`config.mk`:
```
export PLATFORM = sky130hd
export DESIGN_NAME = smbus_blkbuf
export DESIGN_NICKNAME = d
export VERILOG_FILES = /design/src/rtl/smbb_pkg.sv /design/src/rtl/smbb_host_port.sv /design/src/rtl/smbb_store.sv /design/src/rtl/smbb_engine_fsm.sv /design/src/rtl/smbus_blkbuf.sv
export SDC_FILE = /design/constraint.sdc
export NUM_CORES = 1
export LEC_CHECK = 0
export ABC_CLOCK_PERIOD_IN_PS = 3680
export BUFFER_PORTS_ARGS = -buffer_cell sky130_fd_sc_hd__buf_2
export CAP_MARGIN = 20
export CORE_MARGIN = 5
export CORE_UTILIZATION = 50
export CTS_CLUSTER_SIZE = 20
export DETAILED_ROUTE_END_ITERATION = 8
export HOLD_SLACK_MARGIN = 0.1
export PLACE_DENSITY = 0.66
export SYNTH_ARGS = -nofsm -noshare
export SYNTH_HDL_FRONTEND = slang
export SYNTH_SLANG_ARGS = --single-unit
```
`constraint.sdc`:
```
create_clock -name clk -period 3.68 [get_ports clk]
set_input_delay 0.184 -clock clk [delete_from_list [all_inputs] [get_ports clk]]
set_output_delay 0.184 -clock clk [all_outputs]
set_load 0.005 [all_outputs]
```
`src/rtl/smbb_pkg.sv`:
```
package smbb_pkg;
    typedef enum logic [1:0] {
        SEL_CTRL  = 2'd0,
        SEL_COUNT = 2'd1,
        SEL_DATA  = 2'd2,
        SEL_AUX   = 2'd3
    } reg_sel_e;

    typedef enum logic [1:0] {
        ENG_IDLE  = 2'd0,
        ENG_RUN   = 2'd1,
        ENG_UFLOW = 2'd2
    } eng_state_e;

    localparam int MODE_BIT = 1;
endpackage

```
`src/rtl/smbb_host_port.sv`:
```
module smbb_host_port
    import smbb_pkg::*;
#(
    parameter int DEPTH = 32,
    parameter int DW    = 8,
    parameter int IW    = 6
) (
    input  logic          clk,
    input  logic          rst_n,
    input  logic [1:0]    host_sel,
    input  logic          host_wr,
    input  logic          host_rd,
    input  logic [DW-1:0] host_wdata,
    output logic [DW-1:0] host_rdata,
    input  logic          eng_cnt_wr,
    input  logic [DW-1:0] eng_cnt_data,
    input  logic [DW-1:0] win_rdata,
    output logic          mode_en,
    output logic [DW-1:0] count_q,
    output logic [IW-1:0] hidx_q,
    output logic          win_we
);
    reg_sel_e sel;
    logic     win_access;
    logic     idx_room;

    always_comb begin
        sel        = reg_sel_e'(host_sel);
        win_access = (host_rd || host_wr) && (sel == SEL_DATA);
        idx_room   = (hidx_q < IW'(DEPTH));
        win_we     = host_wr && (sel == SEL_DATA) && (!mode_en || idx_room);
    end

    always_ff @(posedge clk or negedge rst_n) begin
        if (!rst_n) begin
            mode_en <= 1'b0;
            count_q <= '0;
            hidx_q  <= '0;
        end else begin
            if (host_wr && sel == SEL_AUX)
                mode_en <= host_wdata[MODE_BIT];
            if (eng_cnt_wr)
                count_q <= eng_cnt_data;
            else if (host_wr && sel == SEL_COUNT)
                count_q <= host_wdata;
            if (host_rd && sel == SEL_CTRL)
                hidx_q <= '0;
            else if (win_access && mode_en && idx_room)
                hidx_q <= hidx_q + IW'(1);
        end
    end

    always_comb begin
        host_rdata = '0;
        unique case (sel)
            SEL_CTRL:  host_rdata = '0;
            SEL_COUNT: host_rdata = count_q;
            SEL_DATA:  host_rdata = win_rdata;
            SEL_AUX:   host_rdata[MODE_BIT] = mode_en;
            default:   host_rdata = '0;
        endcase
    end
endmodule

```
`src/rtl/smbb_store.sv`:
```
module smbb_store #(
    parameter int DEPTH = 32,
    parameter int DW    = 8,
    parameter int IW    = 6,
    parameter int AW    = 5
) (
    input  logic          clk,
    input  logic          rst_n,
    input  logic          mode_en,
    input  logic          h_we,
    input  logic [IW-1:0] h_idx,
    input  logic [DW-1:0] h_wdata,
    output logic [DW-1:0] h_rdata,
    input  logic          e_we,
    input  logic [IW-1:0] e_idx,
    input  logic [DW-1:0] e_wdata,
    output logic [DW-1:0] e_rdata
);
    logic [DW-1:0] mem [DEPTH];
    logic [DW-1:0] hold_q;

    for (genvar g = 0; g < DEPTH; g++) begin : g_entry
        always_ff @(posedge clk or negedge rst_n) begin
            if (!rst_n)
                mem[g] <= '0;
            else if (mode_en && e_we && e_idx == IW'(g))
                mem[g] <= e_wdata;
            else if (mode_en && h_we && h_idx == IW'(g))
                mem[g] <= h_wdata;
        end
    end

    always_ff @(posedge clk or negedge rst_n) begin
        if (!rst_n)
            hold_q <= '0;
        else if (!mode_en && e_we)
            hold_q <= e_wdata;
        else if (!mode_en && h_we)
            hold_q <= h_wdata;
    end

    always_comb begin
        if (!mode_en)
            h_rdata = hold_q;
        else if (h_idx < IW'(DEPTH))
            h_rdata = mem[h_idx[AW-1:0]];
        else
            h_rdata = '0;
        if (!mode_en)
            e_rdata = hold_q;
        else if (e_idx < IW'(DEPTH))
            e_rdata = mem[e_idx[AW-1:0]];
        else
            e_rdata = '0;
    end
endmodule

```
`src/rtl/smbb_engine_fsm.sv`:
```
module smbb_engine_fsm
    import smbb_pkg::*;
#(
    parameter int DEPTH = 32,
    parameter int DW    = 8,
    parameter int IW    = 6
) (
    input  logic          clk,
    input  logic          rst_n,
    input  logic          mode_en,
    input  logic [DW-1:0] count,
    input  logic          xact_start,
    input  logic          xact_done,
    input  logic          eng_rd,
    input  logic          eng_wr,
    output logic [IW-1:0] eptr_q,
    output logic          fill_we,
    output logic          underflow
);
    eng_state_e    state_q, state_d;
    logic [IW-1:0] eptr_d;
    logic [IW-1:0] limit;
    logic          over;

    always_comb begin
        limit = (count > DW'(DEPTH)) ? IW'(DEPTH) : IW'(count);
        over  = (eptr_q >= limit);
    end

    always_ff @(posedge clk or negedge rst_n) begin
        if (!rst_n) begin
            state_q <= ENG_IDLE;
            eptr_q  <= '0;
        end else begin
            state_q <= state_d;
            eptr_q  <= eptr_d;
        end
    end

    always_comb begin
        state_d = state_q;
        eptr_d  = eptr_q;
        unique case (state_q)
            ENG_IDLE: begin
                if (xact_start) begin
                    state_d = ENG_RUN;
                    eptr_d  = '0;
                end
            end
            ENG_RUN: begin
                if (xact_start)
                    eptr_d = '0;
                else if (xact_done)
                    state_d = ENG_IDLE;
                else if (mode_en) begin
                    if (eng_rd && over)
                        state_d = ENG_UFLOW;
                    else if (eng_rd || (eng_wr && eptr_q < IW'(DEPTH)))
                        eptr_d = eptr_q + IW'(1);
                end
            end
            ENG_UFLOW: begin
                if (xact_start) begin
                    state_d = ENG_RUN;
                    eptr_d  = '0;
                end else if (xact_done)
                    state_d = ENG_IDLE;
            end
            default: state_d = ENG_IDLE;
        endcase
    end

    always_comb begin
        underflow = (state_q == ENG_UFLOW);
        fill_we   = (state_q == ENG_RUN) && eng_wr && !xact_start && !xact_done
                    && (!mode_en || eptr_q < IW'(DEPTH));
    end
endmodule

```
`src/rtl/smbus_blkbuf.sv`:
```
module smbus_blkbuf #(
    parameter int DEPTH = 32,
    parameter int DW    = 8
) (
    input  logic          clk,
    input  logic          rst_n,
    input  logic [1:0]    host_sel,
    input  logic          host_wr,
    input  logic          host_rd,
    input  logic [DW-1:0] host_wdata,
    output logic [DW-1:0] host_rdata,
    input  logic          xact_start,
    input  logic          xact_done,
    input  logic          eng_wr,
    input  logic [DW-1:0] eng_wdata,
    input  logic          eng_rd,
    output logic [DW-1:0] eng_rdata,
    input  logic          eng_cnt_wr,
    input  logic [DW-1:0] eng_cnt_data,
    output logic [DW-1:0] eng_count,
    output logic          buf_mode,
    output logic          eng_underflow
);
    localparam int IW = $clog2(DEPTH + 1);
    localparam int AW = $clog2(DEPTH);

    logic          mode_en;
    logic [DW-1:0] count_q;
    logic [IW-1:0] host_idx;
    logic [IW-1:0] eng_ptr;
    logic          win_we;
    logic          fill_we;
    logic [DW-1:0] win_rdata;

    smbb_host_port #(.DEPTH(DEPTH), .DW(DW), .IW(IW)) u_host (
        .clk(clk), .rst_n(rst_n), .host_sel(host_sel), .host_wr(host_wr),
        .host_rd(host_rd), .host_wdata(host_wdata), .host_rdata(host_rdata),
        .eng_cnt_wr(eng_cnt_wr), .eng_cnt_data(eng_cnt_data),
        .win_rdata(win_rdata), .mode_en(mode_en), .count_q(count_q),
        .hidx_q(host_idx), .win_we(win_we)
    );

    smbb_engine_fsm #(.DEPTH(DEPTH), .DW(DW), .IW(IW)) u_eng (
        .clk(clk), .rst_n(rst_n), .mode_en(mode_en), .count(count_q),
        .xact_start(xact_start), .xact_done(xact_done), .eng_rd(eng_rd),
        .eng_wr(eng_wr), .eptr_q(eng_ptr), .fill_we(fill_we),
        .underflow(eng_underflow)
    );

    smbb_store #(.DEPTH(DEPTH), .DW(DW), .IW(IW), .AW(AW)) u_store (
        .clk(clk), .rst_n(rst_n), .mode_en(mode_en),
        .h_we(win_we), .h_idx(host_idx), .h_wdata(host_wdata), .h_rdata(win_rdata),
        .e_we(fill_we), .e_idx(eng_ptr), .e_wdata(eng_wdata), .e_rdata(eng_rdata)
    );

    assign eng_count = count_q;
    assign buf_mode  = mode_en;
endmodule

```
# == Yosys cells after proc, flatten, opt, wreduce, memory -nomap -nowiden ==
# Index checks and enable logic that the tools add are counted.
# classes
add_sub_neg,2
order_cmp,6
n_eq_ne,77
muxes,99
bitwise_logic,2
reduce_logical,132
# ops
cell,n
$mux W8,76
$eq A6 B5 Y1 const B,32
$eq A6 B4 Y1 const B,16
$logic_and A1 B1 Y1,82
$bmux W8 S5,2
$reduce_bool A2 Y1,36
$mux W6,9
$eq A6 B3 Y1 const B,8
$eq A6 B2 Y1 const B,4
$pmux W6 S2,2
$ne A3 B3 Y1 const B,5
$mux W2,7
$add A6 B1 Y6 const B,2
$eq A6 B1 Y1 const B,2
$ge A6 B6 Y1 const B,2
$logic_not A6 Y1,2
$lt A6 B6 Y1 const B,2
$not A5 Y6,2
$gt A8 B6 Y1 const B,1
$eq A2 B2 Y1 const B,3
$ge A6 B6 Y1,1
$ne A3 B2 Y1 const B,2
$pmux W2 S3,1
$reduce_and A6 Y1,1
other kinds (10),18
# totals
reg_bits,287
inputBits,35
out_inout_bits,26
word_cells,356

# == Depth between registers and ports, before layout ==
# Gate-level depths: netlist of run 1.
# depth
ltp_word,9
ltp_mapped,11
depth_no_buf,9

# == Cells and area by module ==
# Synthesis of run 1 repeated with hierarchy kept, for this count alone.
# hier_totals
hier_cells,1952
area_unflattened_um2,18961.9
# by_module_without_submodules
module,instances,cells_each,area_each_um2,seq_area_each_um2
smbb_store,1,1771,17294.1,6606.3
smbb_host_port,1,100,943.4,375.4
smbb_engine_fsm,1,81,724.4,200.2

# == Least setup slack after synthesis of run 1 ==
# No wires, ideal clock.
# synth_path
path_type,register -> register
start,register u_eng.eptr_q[0]
end,register u_eng.eptr_q[5]
t_arrival_ns,2.963
t_required_ns,3.616
slack_ns,0.653
path_stages_with_launch,12
path_cell_list,dfrtp_1 -> clkbuf_1 -> buf_2 -> buf_2 -> inv_1 -> ha_1 -> nand2b_1 -> a21oi_1 -> o211ai_1 -> a2111oi_0 -> nor4bb_1 -> a21o_1
# synth_between
elab_chain_len,7
elab_cells_between_ends,15
classes_between,add/sub: 1; order compare: 2; eq/ne: 2; mux: 6; reduce/logical: 4
# synth_lines
element,line,text
from (decl),smbb_engine_fsm.sv:16,"output logic [IW-1:0] eptr_q,"
from (signal assigned),smbb_engine_fsm.sv:36,eptr_q <= eptr_d;
$add A6 B1 Y6,smbb_engine_fsm.sv:59,eptr_d = eptr_q + IW'(1);
$mux W6,smbb_engine_fsm.sv:58,else if (eng_rd || (eng_wr && eptr_q < IW'(DEPTH)))
$mux W6,smbb_engine_fsm.sv:56,if (eng_rd && over)
$mux W6,smbb_engine_fsm.sv:55,else if (mode_en) begin
$mux W6,smbb_engine_fsm.sv:53,else if (xact_done)
$mux W6,smbb_engine_fsm.sv:51,if (xact_start)
$pmux W6 S2,smbb_engine_fsm.sv:43,unique case (state_q)
# Parallel ways exist; a longest one is shown, timed or not. The select of a mux whose other input is x is not followed.
# A chain may end at the register's enable or synchronous reset.

# == Final worst setup path of run 1 ==
# layout_path
start,register u_host.hidx_q[0]
end,output host_rdata[7]
# layout_between
elab_chain_len,7
elab_cells_between_ends,8
classes_between,order compare: 1; mux: 6; bitwise: 1
# layout_lines
element,line,text
from (decl),smbb_host_port.sv:20,"output logic [IW-1:0] hidx_q,"
from (signal assigned),smbb_host_port.sv:49,hidx_q <= hidx_q + IW'(1);
$not A5 Y6 (implied by the code),smbb_store.sv:46,h_rdata = mem[h_idx[AW-1:0]];
$bmux W8 S5,smbb_store.sv:46,
$mux W8 (implied by the code) (2 in series),smbb_store.sv:46,
$mux W8 *,smbb_store.sv:45,else if (h_idx < IW'(DEPTH))
$mux W8 *,smbb_store.sv:43,if (!mode_en)
$pmux W6 S2 *,smbb_host_port.sv:55,unique case (sel)
to (decl),smbus_blkbuf.sv:11,"output logic [DW-1:0] host_rdata,"
# Every way passes the cells marked *; elsewhere a longest branch is shown, timed or not. The select of a mux whose other input is x is not followed.

==> results of run 1 <==
[layout make-up]
| class | instances | area [sq um] | area share, % |
|---|---|---|---|
| Multi-Input combinational cell | 1285 | 10200 | 50.9 |
| Inverter | 9 | 33.8 | 0.168 |
| Sequential cell | 287 | 7190 | 35.8 |
| Clock inverter | 6 | 83.8 | 0.417 |
| Clock buffer | 49 | 1010 | 5.02 |
| Tap cell | 461 | 577 | 2.87 |
| Timing Repair Buffer | 129 | 978 | 4.87 |
[flip-flops by register name, summed over array words and instances (netlist names)]
register / cells
u_eng.state_q: 2
u_store.mem: 256
u_host.hidx_q: 6
u_eng.eptr_q: 6
u_host.mode_en: 1
u_host.count_q: 8
u_store.hold_q: 8
[cell families (layout without fill, tap and decap cells)]
kind of cell / count (synthesis) / after routing / share of synthesized area, %
mux: 407 / 407 / 31.2
fa+ha+maj: 19 / 19 / 1.31
xor+xnor: 4 / 4 / 0.193
compound gates: 383 / 383 / 12.4
flops: 287 / 287 / 39.6
simple gates: 472 / 472 / 11.3
buf+inv: 172 / 193 / 3.94
[stage by stage]
step                      utilization [%]  power [mW]
after floorplan                         -        4.85
after global placement               52.4        5.55
after detailed placement             52.4        5.59
after CTS                            56.4        9.00
after global routing                 56.4        9.32
final                                56.4        9.01
[how the worst max path moves through the flow]
stage	startpoint	endpoint	slack, ns	cells after the start
final	u_host.hidx_q[0]$_DFFE_PN0P_	host_rdata[7]	0.27	6
after detailed placement	u_host.count_q[6]$_DFFE_PN0P_	u_eng.eptr_q[5]$_DFFE_PN0P_	0.57	10
after global placement	u_eng.eptr_q[0]$_DFFE_PN0P_	u_eng.eptr_q[5]$_DFFE_PN0P_	0.69	9
after CTS	u_host.hidx_q[0]$_DFFE_PN0P_	host_rdata[3]	0.29	6
after global routing	u_host.hidx_q[0]$_DFFE_PN0P_	host_rdata[0]	0.21	6
after floorplan	u_eng.eptr_q[0]$_DFFE_PN0P_	u_eng.eptr_q[5]$_DFFE_PN0P_	0.65	11
[routing by layer]
metal  vias to the layer above  part of all wire (%)  global-route usage, %
met2                       803                    43                   41.5
met3                       145                    11                   6.97
met5                         -                 0.031                      0
li1                       6410                     -                      -
met4                         2                   4.8                   12.5
met1                      7317                    42                   41.2
[power breakdown]
group	total [mW]	internal, mW	switching [mW]	leakage, nW
combinational	1.91	0.887	1.02	5.61
sequential	3.72	3.35	0.369	3.93
clock	3.38	2.03	1.35	0.540
[worst min-delay path, stage by stage]
cell,delay [ns]
buf_2,0.12
and2_1,0.28
nor2_1,0.08
[placed cells by master, fill, tap and decap left out, drive strengths merged, types with 4 or more instances in the layout]
cell type,count
mux4,126
nand4,11
nand3,14
a22o,22
a221o,8
buf,98
dlygate4sd3,30
and2,7
o22ai,22
ha,19
nor3,9
and3,10
a21oi,141
o41ai,7
clkbuf,50
nor2b,14
nor2,174
mux2i,279
dfrtp,287
a22oi,30
o211ai,4
inv,10
nand2b,16
nand2,204
o21ai,130
[timing repair]
item / CTS / global route
endpoints found under the hold margin: 110 / 0
hold buffers: 30 / 0
buffers inserted: 0 / 0
==> impl_metrics.ini, run 1 <==
[outcome]
status = completed

[critical_path]
crit_chain = inv_1 -> and2_1 -> a22oi_1 -> nand4_1 -> a22o_1 -> buf_2
start_kind = flop
worst_ep_required_time_ns = 3.50
r2r_end = u_eng.eptr_q[5]$_DFFE_PN0P_
cp_slowest_stage_delay_ns = 0.87
r2r_setup_slack_ns = 0.47
cp_slowest_cell = dfrtp_2
crit_path_end_kind = primary output
crit_type = reg2out
critPathMaxFanout = 24
critPathTopFamily = flip-flops
r2r-start = u_host.count_q[6]$_DFFE_PN0P_
rr_worst_depth = 10
critPathArrivalTime_ns = 3.23
cp_num_buf_inv = 2

[clock_tree]
cts_resized = 0
cts_tree = yes
cts_root_buffer = clkbuf_16
clk_latency_ns = 0.53
cts_buffers = 34
cts.path.max_buffers = 3
path_clk_slew_ns = 0.06
ctsHtreeMaxLevel = 2
cts_sinks = 287

[synthesis]
syn_nets = 1798
yosys.area.top_type = dfrtp_1
yosys_warnings = 0
synthCells = 1744
syn_area_sq_um = 18100
synth_edf_count = 0
yosysSeqAreaShare_pct = 39.6
ys_async_sr_fraction_pct = 100
synth_seq_cells = 287
synth_area_leaders = dfrtp_1 (40%), mux4_2 (16%), mux2i_1 (15%)
synth-main-ff-cell = dfrtp_1
syn_avg_cell_area_sq_um = 10.4
yosysUniqueCellTypes = 56
synth.top_cell.area_share_pct = 39.6
ys_top_cells_by_count = dfrtp_1 (287), mux2i_1 (279), nand2_1 (204)
post-synth-top-count-cell = dfrtp_1

[sta]
setup_viol = 0
setup_slack_ns = 0.271
hold_viol = 0
grt_setup_unrepaired = no
finalMaxSlewViolations = 0
finClkSkew_ns = 0.0226
tns_ns = 0
max_slew_margin_pct = 28.3
clock.fmax_mhz = 293
worst_slew_pin_slew_ns = 1.07
timing.hold.ws_ns = 0.172
finalCritPeriodShare_pct = 92.6
min_period_ns = 3.41

[global_routing]
overflow = 0
grt_use_total_pct = 28.6
antenna_found_initial = 1
grt_max_degree = 104
grt_pass1_vias = 14200
grt_pass1_wl_mm = 89.9

[hold_path]
hold_path.class = in2reg
hold_start = host_rd
min_to = u_host.hidx_q[5]$_DFFE_PN0P_
min_path_cells = 3

[detailed_routing]
drt_wl_total_mm = 58.5
ant_nets = 0
dr.pass1.iters = 5
vias = 14700
drt_iter0_markers = 1857
wl_per_cell_um = 26.3
viasPerCell = 6.59
drc_errors = 0

[place]
place_hpwl_mm = 38.5
place_inst = 2140
place_ws_ns = 0.566
gp_congestion = 0.958
portBuffers = 60
dpl_cell_area_sq_um = 18700

[floorplanning]
ios = 61
die_w_um = 200
start_util_pct = 50.8
design.core.area_sq_um = 35700
die_h_um = 200
die_area_sq_um = 40200
rows = 69

[finish]
drive_gt1_share_pct = 16.6
syn2layout_area_growth_pct = 10.9
n_antenna_cell = 0
design_area_sq_um = 20100
nNetsFinal = 1800
num-fill-cells = 2931
final_cells = 2226

[pwr]
ir_drop_mv = 0.220
p_leak_nw = 10.1
powerDensity_nw_per_um2 = 448

[flow_run]
cap_violations = 0
Note: power is estimated with default switching activity, not from simulation.
==> run 2, diff against run 1 <==
ABC_CLOCK_PERIOD_IN_PS = 3700   (was 3680)
clock period = 3.7 ns   (was 3.68 ns; I/O delays follow)
==> run 2 against run 1 <==
  * Non-clock buffer count down 4
  * Clock power is 7.1% higher
  * Via count grew 0.16%
  * Routed wire length rose by 0.60%
  * Total power is 2.3% higher
  * Critical path depth increased by 3
  * Clock skew decreased by 0.011 ns
  * Utilization up 0.19 points
  * Critical endpoint is now u_eng.eptr_q[5]$_DFFE_PN0P_
  * Largest cell class unchanged
  * Highest routed layer is now met4
==> impl_metrics.ini, run 2 (synthesis results as in run 1) <==
[floorplanning]
rows = 69
die_area_sq_um = 40200
die_w_um = 200
ios = 61
start_util_pct = 50.8
design.core.area_sq_um = 35700
die_h_um = 200

[sta]
finalMaxSlewViolations = 0
min_period_ns = 3.51
worst_slew_pin_slew_ns = 1.07
finalCritPeriodShare_pct = 94.9
setup_slack_ns = 0.189
setup_viol = 0
max_slew_margin_pct = 26.6
hold_viol = 0
tns_ns = 0
clock.fmax_mhz = 285
finClkSkew_ns = 0.0116
grt_setup_unrepaired = no
timing.hold.ws_ns = 0.170

[clock_tree]
cts_sinks = 287
cts_tree = yes
cts_hold_buf = 30
post-cts-setup-buffer-count = 0
cts.path.max_buffers = 3
clk_latency_ns = 0.53
cts_root_buffer = clkbuf_16
ctsHtreeMaxLevel = 2
path_clk_slew_ns = 0.06
cts_buffers = 34
cts_resized = 0

[finish]
final_cells = 2229
largest_reg_flops = 256
top_register = u_store.mem
layout_commonest_cell = dfrtp_1
num-fill-cells = 2983
utilization_pct = 56.6
reg_top3 = u_store.mem (256), u_host.count_q (8), u_store.hold_q (8)
n_antenna_cell = 0
drive_gt1_share_pct = 16.8
nNetsFinal = 1796
final_cell_mix = dfrtp_1 (282), mux2i_1 (279), nand2_1 (204)
syn2layout_area_growth_pct = 11.3

[hold_path]
hold_start = host_rd
hold_path.class = in2reg
min_to = u_host.hidx_q[0]$_DFFE_PN0P_
min_path_cells = 3

[critical_path]
r2r_end = u_eng.eptr_q[5]$_DFFE_PN0P_
critPathMaxFanout = 6
r2r_setup_slack_ns = 0.19
worst_ep_required_time_ns = 4.17
critPathArrivalTime_ns = 3.98
crit_path_end_kind = flop
crit_start = u_host.count_q[6]$_DFFE_PN0P_
rr_worst_depth = 9
r2r-start = u_host.count_q[6]$_DFFE_PN0P_
crit_type = reg2reg
start_kind = flop

[global_routing]
grt_max_degree = 101
grt_pass1_vias = 14100
overflow = 0
grt_use_total_pct = 28.8
grt_pass1_wl_mm = 90.4
antenna_found_initial = 0

[detailed_routing]
viasPerCell = 6.59
vias = 14700
wl_per_cell_um = 26.4
ant_nets = 0
drc_errors = 0
drt_wl_total_mm = 58.9
drt_iter0_markers = 1926
dr.pass1.iters = 6

[outcome]
status = completed

[pwr]
p_leak_nw = 10.1
ir_drop_mv = 0.312
powerDensity_nw_per_um2 = 457

[flow_run]
cap_violations = 0

[place]
gp_congestion = 0.948
portBuffers = 60
place_inst = 2137
place_hpwl_mm = 38.6
place_ws_ns = 0.273
-- run 2: per-stage QoR --
stage / total power, mW / area, sq um
2_1_floorplan: 4.82 / 18100
3_3_place_gp: 5.52 / 18700
3_5_place_dp: 5.57 / 18700
4_1_cts: 9.21 / 20200
5_1_grt: 9.50 / 20200
6_report: 9.22 / 20200
-- run 2: worst max-delay path by stage --
| stage | slack [ns] | end | cells after the start |
|---|---|---|---|
| CTS | 0.26 | host_rdata[3] | 6 |
| floorplan | 0.67 | u_eng.eptr_q[5]$_DFFE_PN0P_ | 11 |
| detailed placement | 0.27 | u_eng.eptr_q[5]$_DFFE_PN0P_ | 9 |
| global route | 0.10 | u_eng.eptr_q[5]$_DFFE_PN0P_ | 9 |
| finish | 0.19 | u_eng.eptr_q[5]$_DFFE_PN0P_ | 9 |
| global placement | 0.44 | u_eng.eptr_q[5]$_DFFE_PN0P_ | 9 |
-- run 2: metal layers --
metal / track usage, % / share of wire, % / vias to the layer above
met5: 0 / 0 / -
met3: 6.16 / 11 / 154
met1: 41.9 / 42 / 7277
met4: 13.1 / 5.2 / 0
li1: - / - / 6396
met2: 41.8 / 42 / 873
-- run 2: worst max-delay path, cell delays in order (launching register included) --
cell       delay [ns]
dfrtp_1          0.41
nor3_1           0.56
nand2_1          0.12
ha_1             0.31
a211o_1          0.30
o211ai_1         0.11
o211ai_1         0.18
a2111oi_0        0.99
nor4bb_1         0.34
a21o_1           0.13
-- run 2: area by class of cell --
| class | count | area (sq um) | area share (%) |
|---|---|---|---|
| sequential | 287 | 7190 | 35.7 |
| timing repair buffer | 125 | 936 | 4.64 |
| tap | 461 | 577 | 2.86 |
| multi-input combinational | 1285 | 10200 | 50.7 |
| clock buffer | 47 | 1010 | 5.03 |
| clock inverter | 15 | 189 | 0.937 |
| inverter | 9 | 33.8 | 0.168 |
-- run 2: where the power goes --
part,internal (mW),total (mW),switching (mW)
sequential,3.34,3.69,0.353
combinational,0.875,1.90,1.03
clock,2.21,3.62,1.42
